[config.mk]
export PLATFORM = sky130hd
export DESIGN_NAME = hall_diag_seq
export DESIGN_NICKNAME = d
export VERILOG_FILES = /design/src/rtl/hds_pkg.sv /design/src/rtl/hds_slot_fsm.sv /design/src/rtl/hds_diag_eval.sv /design/src/rtl/hds_strobe_gen.sv /design/src/rtl/hall_diag_seq.sv
export SDC_FILE = /design/constraint.sdc
export NUM_CORES = 1
export LEC_CHECK = 0
export ABC_AREA = 0
export BUFFER_PORTS_ARGS = -buffer_cell sky130_fd_sc_hd__buf_2
export CAP_MARGIN = 20
export CORE_MARGIN = 1
export CORE_UTILIZATION = 25
export DETAILED_ROUTE_END_ITERATION = 8
export GPL_TIMING_DRIVEN = 0
export PLACE_DENSITY_LB_ADDON = 0.15
export SETUP_SLACK_MARGIN = 0.02
export SYNTH_ARGS = -nofsm -noshare
export SYNTH_HDL_FRONTEND = slang
export SYNTH_SLANG_ARGS = --single-unit
[constraint.sdc]
create_clock -name clk -period 1.98 [get_ports clk]
set_input_delay 0.099 -clock clk [delete_from_list [all_inputs] [get_ports clk]]
set_output_delay 0.099 -clock clk [all_outputs]
set_load 0.005 [all_outputs]
[src/rtl/hds_pkg.sv]
package hds_pkg;
  typedef enum logic [1:0] {
    PH_SAMPLE = 2'b00,
    PH_DIAG   = 2'b01,
    PH_WAIT   = 2'b10,
    PH_RETRY  = 2'b11
  } phase_t;
endpackage

[src/rtl/hds_slot_fsm.sv]
module hds_slot_fsm
  import hds_pkg::*;
#(
  parameter int SLOT_CYC  = 70,
  parameter int RETRY_CYC = 2750,
  parameter int CW        = 12
) (
  input  logic          clk,
  input  logic          rst,
  input  logic          cmp_in,
  input  logic          slot_pass,
  output phase_t        phase,
  output logic [CW-1:0] cnt,
  output logic          fault,
  output logic          sw_state
);
  localparam logic [CW-1:0] SLOT_LAST  = CW'(SLOT_CYC - 1);
  localparam logic [CW-1:0] RETRY_LAST = CW'(RETRY_CYC - 1);

  always_ff @(posedge clk) begin
    if (rst) begin
      phase    <= PH_SAMPLE;
      cnt      <= '0;
      fault    <= 1'b0;
      sw_state <= 1'b1;
    end else begin
      case (phase)
        PH_SAMPLE: begin
          if (cnt == SLOT_LAST) begin
            sw_state <= cmp_in;
            phase    <= PH_DIAG;
            cnt      <= '0;
          end else begin
            cnt <= cnt + 1'b1;
          end
        end
        PH_DIAG: begin
          if (cnt == SLOT_LAST) begin
            cnt <= '0;
            if (slot_pass) begin
              phase <= PH_SAMPLE;
            end else begin
              phase <= PH_WAIT;
              fault <= 1'b1;
            end
          end else begin
            cnt <= cnt + 1'b1;
          end
        end
        PH_WAIT: begin
          if (cnt == RETRY_LAST) begin
            cnt   <= '0;
            phase <= PH_RETRY;
          end else begin
            cnt <= cnt + 1'b1;
          end
        end
        default: begin
          if (cnt == SLOT_LAST) begin
            cnt <= '0;
            if (slot_pass) begin
              phase    <= PH_SAMPLE;
              fault    <= 1'b0;
              sw_state <= 1'b1;
            end else begin
              phase <= PH_WAIT;
            end
          end else begin
            cnt <= cnt + 1'b1;
          end
        end
      endcase
    end
  end
endmodule

[src/rtl/hds_diag_eval.sv]
module hds_diag_eval #(
  parameter int SLOT_CYC   = 70,
  parameter int SETTLE_CYC = 8,
  parameter int CW         = 12
) (
  input  logic          clk,
  input  logic          rst,
  input  logic          diag_on,
  input  logic [CW-1:0] cnt,
  input  logic          cmp_in,
  input  logic          reg_ok,
  input  logic          bias_ok,
  input  logic          parity_ok,
  output logic          inject_en,
  output logic          slot_pass
);
  localparam int HALF = SLOT_CYC / 2;
  localparam logic [CW-1:0] HALF_C = CW'(HALF);
  localparam logic [CW-1:0] HI_AT  = CW'(SETTLE_CYC);
  localparam logic [CW-1:0] LO_AT  = CW'(HALF + SETTLE_CYC);

  logic mon_ok;
  logic hi_seen;
  logic lo_seen;
  logic mon_bad;

  assign mon_ok = reg_ok & bias_ok & parity_ok;

  always_ff @(posedge clk) begin
    if (rst) begin
      hi_seen <= 1'b0;
      lo_seen <= 1'b0;
      mon_bad <= 1'b0;
    end else if (diag_on) begin
      if (cnt == '0) begin
        hi_seen <= 1'b0;
        lo_seen <= 1'b0;
        mon_bad <= ~mon_ok;
      end else begin
        if (cnt == HI_AT) hi_seen <= cmp_in;
        if (cnt == LO_AT) lo_seen <= ~cmp_in;
        if (!mon_ok) mon_bad <= 1'b1;
      end
    end
  end

  assign inject_en = diag_on & (cnt < HALF_C);
  assign slot_pass = hi_seen & lo_seen & ~mon_bad & mon_ok;
endmodule

[src/rtl/hds_strobe_gen.sv]
module hds_strobe_gen
  import hds_pkg::*;
#(
  parameter int SLOT_CYC = 70,
  parameter int CW       = 12
) (
  input  phase_t        phase,
  input  logic [CW-1:0] cnt,
  output logic          chan_rst,
  output logic          sample_stb,
  output logic          diag_active
);
  localparam logic [CW-1:0] SLOT_LAST = CW'(SLOT_CYC - 1);

  assign chan_rst    = (phase != PH_WAIT) && (cnt == '0);
  assign sample_stb  = (phase == PH_SAMPLE) && (cnt == SLOT_LAST);
  assign diag_active = (phase == PH_DIAG) || (phase == PH_RETRY);
endmodule

[src/rtl/hall_diag_seq.sv]
module hall_diag_seq
  import hds_pkg::*;
#(
  parameter int SLOT_CYC   = 70,
  parameter int RETRY_CYC  = 2750,
  parameter int SETTLE_CYC = 8
) (
  input  logic       clk,
  input  logic       rst,
  input  logic       cmp_in,
  input  logic       reg_ok,
  input  logic       bias_ok,
  input  logic       parity_ok,
  output logic [1:0] slot_phase,
  output logic       inject_en,
  output logic       chan_rst,
  output logic       sample_stb,
  output logic       sw_state,
  output logic       fault,
  output logic       diag_active
);
  localparam int MAXC = (SLOT_CYC > RETRY_CYC) ? SLOT_CYC : RETRY_CYC;
  localparam int CW   = $clog2(MAXC + 1);

  phase_t        phase;
  logic [CW-1:0] cnt;
  logic          slot_pass;

  hds_slot_fsm #(.SLOT_CYC(SLOT_CYC), .RETRY_CYC(RETRY_CYC), .CW(CW)) u_fsm (
    .clk(clk), .rst(rst), .cmp_in(cmp_in), .slot_pass(slot_pass),
    .phase(phase), .cnt(cnt), .fault(fault), .sw_state(sw_state)
  );

  hds_strobe_gen #(.SLOT_CYC(SLOT_CYC), .CW(CW)) u_stb (
    .phase(phase), .cnt(cnt), .chan_rst(chan_rst),
    .sample_stb(sample_stb), .diag_active(diag_active)
  );

  hds_diag_eval #(.SLOT_CYC(SLOT_CYC), .SETTLE_CYC(SETTLE_CYC), .CW(CW)) u_eval (
    .clk(clk), .rst(rst), .diag_on(diag_active), .cnt(cnt), .cmp_in(cmp_in),
    .reg_ok(reg_ok), .bias_ok(bias_ok), .parity_ok(parity_ok),
    .inject_en(inject_en), .slot_pass(slot_pass)
  );

  assign slot_phase = phase;
endmodule

---- After elaboration in Yosys (flattened, before gate mapping) ----
Index checks and enable logic that the tools add are counted.
operators by class
  add/subtract/negate cells ............... 1
  $lt $le $gt $ge ......................... 1
  eq/ne operators ......................... 12
  mux-type cells .......................... 23
  bitwise logic cells ..................... 11
  reduce and logical (&&, ||, !) cells .... 18
operators by type and width
  cell                     number
  $mux W12                 3
  $mux W1                  13
  $add A12 B1 Y12 const B  1
  $eq A12 B12 Y1 const B   1
  $eq A12 B4 Y1 const B    1
  $eq A12 B6 Y1 const B    1
  $eq A12 B7 Y1 const B    1
  $logic_not A12 Y1        1
  $lt A12 B6 Y1 const B    1
  $reduce_bool A2 Y1       5
  $mux W2                  4
  $and A1 B1 Y1            6
  $ne A2 B2 Y1 const B     3
  $reduce_and A2 Y1        3
  $reduce_and A3 Y1        2
  $not A1 Y1               5
  $eq A2 B2 Y1 const B     2
  $ne A2 B1 Y1 const B     2
  $pmux W1 S2              2
  $pmux W2 S2              1
  $reduce_and A4 Y1        1
  $reduce_or A2 Y1         2
  $eq A2 B1 Y1 const B     1
  $logic_and A1 B1 Y1      2
  2 further kinds          2
storage, ports and cells
  register bits ........................... 19
  input port bits ......................... 6
  output and inout port bits .............. 8
  word-level logic and storage cells ...... 73

---- Longest topological paths before layout ----
  depth in word-level cells ............... 6
  mapped depth ............................ 7
  mapped depth without buffers ............ 7

---- Hierarchy ----
From an unflattened synthesis, not the netlist that was laid out.
unflattened totals
  cells, all modules ...................... 135
  area, all modules ....................... 1,202.4 um^2
by module, submodules not included
  module          times used  cells each  area an instance (um^2)  sequential area each (um^2)
  hds_slot_fsm    1           93          893.4                    320.3
  hds_diag_eval   1           30          239.0                    60.1
  hds_strobe_gen  1           12          70.1                     0.0

---- Worst setup path after synthesis ----
OpenSTA, ideal clock, no wires.
  path kind ............................... register to register
  start point ............................. register u_fsm.phase[0]
  end point ............................... register (tool-made name)
  setup time .............................. 0.072 ns
  data arrival time ....................... 2.007 ns
  required time ........................... 1.908 ns
  path slack .............................. -0.099 ns
  cell stages (with the launch flop) ...... 7
  buffers on the path ..................... 0
  period minus slack after synthesis ...... 2.079 ns
  cell sequence ........................... dfxtp_1 > inv_1 > ha_1 > or3b_2 > or4_1 > a221oi_2 > mux2i_1
RTL lines
  what                      RTL line            source
  start: declaration        hds_slot_fsm.sv:12  output phase_t phase,
  start signal: assignment  hds_slot_fsm.sv:22  phase <= PH_SAMPLE;
  start signal: assignment  hds_slot_fsm.sv:31  phase <= PH_DIAG;
  start signal: assignment  hds_slot_fsm.sv:41  phase <= PH_SAMPLE;

==> impl_results.md <==
* Outcome: finished with violations
* Failing checks: setup timing
* Period utilization at 100%
* # H-tree levels at 1
* Register area at 392 um2
* Synth cell count leaders: dfxtp_1, nor2_1, ha_1, inv_1, xor2_1
* Worst setup path class: flip-flop to flip-flop
* Die footprint at 4730 um2
* Yosys top cell area share at 34.2%
* Crit path launch type: flip-flop
* Crit. End Element: flip-flop
* Antenna cell count at 0
* Dpl cell area at 1260 um2
* Setup_tns at -0.00979 ns
* Gp weighted congestion at 0.801
* Design area at 1410 um2
* Leakage Power at 0.570 nW
* Worst-Margin Slew at 0.539 ns
* Yosys Warn Count at 0
* Final WS setup at -0.00979 ns
* Max_slew headroom at 63.8%
* RSZ-0062 raised after global routing: true
* Final Critical Period at 1.99 ns
* DRC at 0
* Num CTS Buffers at 3
* Core area at 4140 um2
* Syn nets at 147
* Mapped Cells at 133
* Register area share after synthesis at 34.2%
* HP Class: input port to flip-flop
* Synth-to-Final Area Change at 26.5%
* Hold_ws at 0.144 ns
* Clock Sinks at 19
* Vias in the first global route at 995
* CTS root buf: clkbuf_8
* First-pass GRT wire length at 4.55 mm
* P per Cell Area at 528 nW/um2
* Post-DP HPWL at 2.07 mm
* Clk pin slew, worst setup/hold paths at 0.08 ns
* Worst vdd ir at 271 uV
* Starting density of the core at 26.9%
* DRT antenna net count at 0
* Maximum clock path buffer count at 2
* Crit path DAT at 2.18 ns
* Area leader, netlist: dfxtp_1
* Area of the multi-input gates at 756 um2
* Total Wirelength at 2.77 mm
* Max capacitance violation total at 0
* Post-synth EDFFs at 0
* Total Power at 0.743 mW
* Mean Syn Cell Area at 8.37 um2
* Detailed-route vias per instance at 5.07
* Data required, critical path at 2.17 ns
* Number of fill cells at 445
* Slew Viols, Final at 0
* Clock latency on the worst-skew pair at 0.26 ns
* Initial DRC Count at 45
* Placed cell count at 195
* Rows at 23
* Cts hold-fix bufs at 0
* Ys flop type: dfxtp_1
* Initial DRT Pass Iterations at 4
* Final non-filler cell total at 202
* Initial antenna violation count at 0
* Number of synthesized register bits at 19
* Synth area leaders: dfxtp_1, ha_1, xor2_1
* CTS tree: built
* Most common cell in the synthesized netlist: dfxtp_1
* Vias at 1,025
* Asr flop ratio synth at 0%
* Post-Syn Area at 1110 um2
* Fmax at 0.503 GHz
* Die height at 68.7 um
* Port bufs at 12
* Layout net count at 167
* Final Hold Vio Count at 0
* GRT overflow at 0
* Critical path fanouts, max at 5
* Die Width at 68.7 um
* Cell variety after synth at 40
* I/O pin total at 14
* Fin Clk Skew at 0.00228 ns
* All-Layer GR Usage at 13.2%
* Final setup viols at 1
* Largest net degree at the start of global routing at 13
* Layout cell share with drive strength beyond 1 at 28.3%
* Avg WL per Cell at 13.7 um
sequential cells by signal (all words and copies together), names as in the netlist, named ones only:
signal / count
u_fsm.cnt: 12
u_eval.lo_seen: 1
u_fsm.phase: 1
u_eval.hi_seen: 1
u_eval.mon_bad: 1
u_fsm.fault: 1
u_fsm.sw_state: 1
power breakdown:
part           switching, mW  total, mW  internal (mW)  leakage (nW)
sequential           0.00989      0.397          0.387         0.156
combinational         0.0358     0.0663         0.0305         0.392
clock                  0.138      0.280          0.142        0.0217
total                  0.184      0.743          0.560         0.570
cell type report:
class                           instances  area share (%)
Inverter                                8            2.13
Clock inverter                          1           0.533
Sequential cell                        19            27.8
Buffer                                  5            1.60
Timing Repair Buffer                   17            6.93
Clock buffer                            3            2.93
Tap cell                               50            4.44
Multi-Input combinational cell         99            53.6
final timing paths:
path / startpoint / to / slack [ns] / depth (start not counted)
setup / recovery: u_fsm.cnt[8] / flip-flop / -0.01 / 4
hold reg to reg: u_fsm.cnt[0] / u_fsm.cnt[0] / 0.47 / 1
setup reg to reg: u_fsm.cnt[8] / flip-flop / -0.01 / 4
hold / removal: cmp_in / u_fsm.sw_state / 0.14 / 3
critical path: stages (launching register included):
cell and delay, ns:
dfxtp_4 0.35, or4_4 0.57, or4_4 0.55, a221oi_4 0.24, mux2i_1 0.20
cells by family (layout without fill, tap and decap cells):
kind of cell | after synthesis | after routing | synth area share (%)
muxes | 2 | 2 | 1.80
buffers and inverters | 15 | 34 | 5.17
DFF | 19 | 19 | 34.2
and+or+nand+nor | 63 | 63 | 32.5
adders and majority gates | 8 | 8 | 8.99
xor gates and xnor gates | 9 | 9 | 7.08
AOI/OAI and AO/OA | 17 | 17 | 10.3
stage by stage:
step	worst slack [ns]	util [%]
after global routing	-0.0773	34.0
final	-0.00979	34.0
after global placement	-0.105	30.3
after detailed placement	-0.129	30.3
after floorplan	0.0103	-
after CTS	-0.0324	32.3
per-layer routing:
| layer | GRT usage, % | up-vias | part of all wire, % |
|---|---|---|---|
| met3 | 3.45 | 2 | 3.5 |
| met4 | 3.06 | 0 | 0.51 |
| met1 | 15.9 | 493 | 48 |
| met2 | 23.4 | 16 | 48 |
| li1 | - | 514 | - |
| met5 | 0 | - | 0 |
placed cells by master, fill, tap and decap left out, types with 2 or more instances in the layout:
master    Yosys  routed
ha_1          8       6
a21oi_1       3       3
a31oi_1       2       2
nand3_1       6       6
buf_4         0       6
clkbuf_8      0       3
or4_4         2       3
dfxtp_2       0       3
nor4_2        0       2
inv_1         8       6
nand4_1       6       6
and3_1        4       4
mux2i_1       2       2
nor4_1        5       3
dfxtp_4       0       2
nand2_1       6       6
clkbuf_1      5       3
xor2_1        8       8
nand2b_1      3       3
nor2_1       16      15
inv_2         0       2
dfxtp_1      19      14
buf_2         1      12
or3_1         3       2
o21ai_0       3       3
and4_1        3       3
what timing repair did:
action | 4_1_cts | 5_1_grt
setup endpoints to repair | 12 | 14
setup buffers | 3 | 2
resized for setup | 7 | 10
pin swaps | 4 | 0
Note: power is estimated with default switching activity, not from simulation.
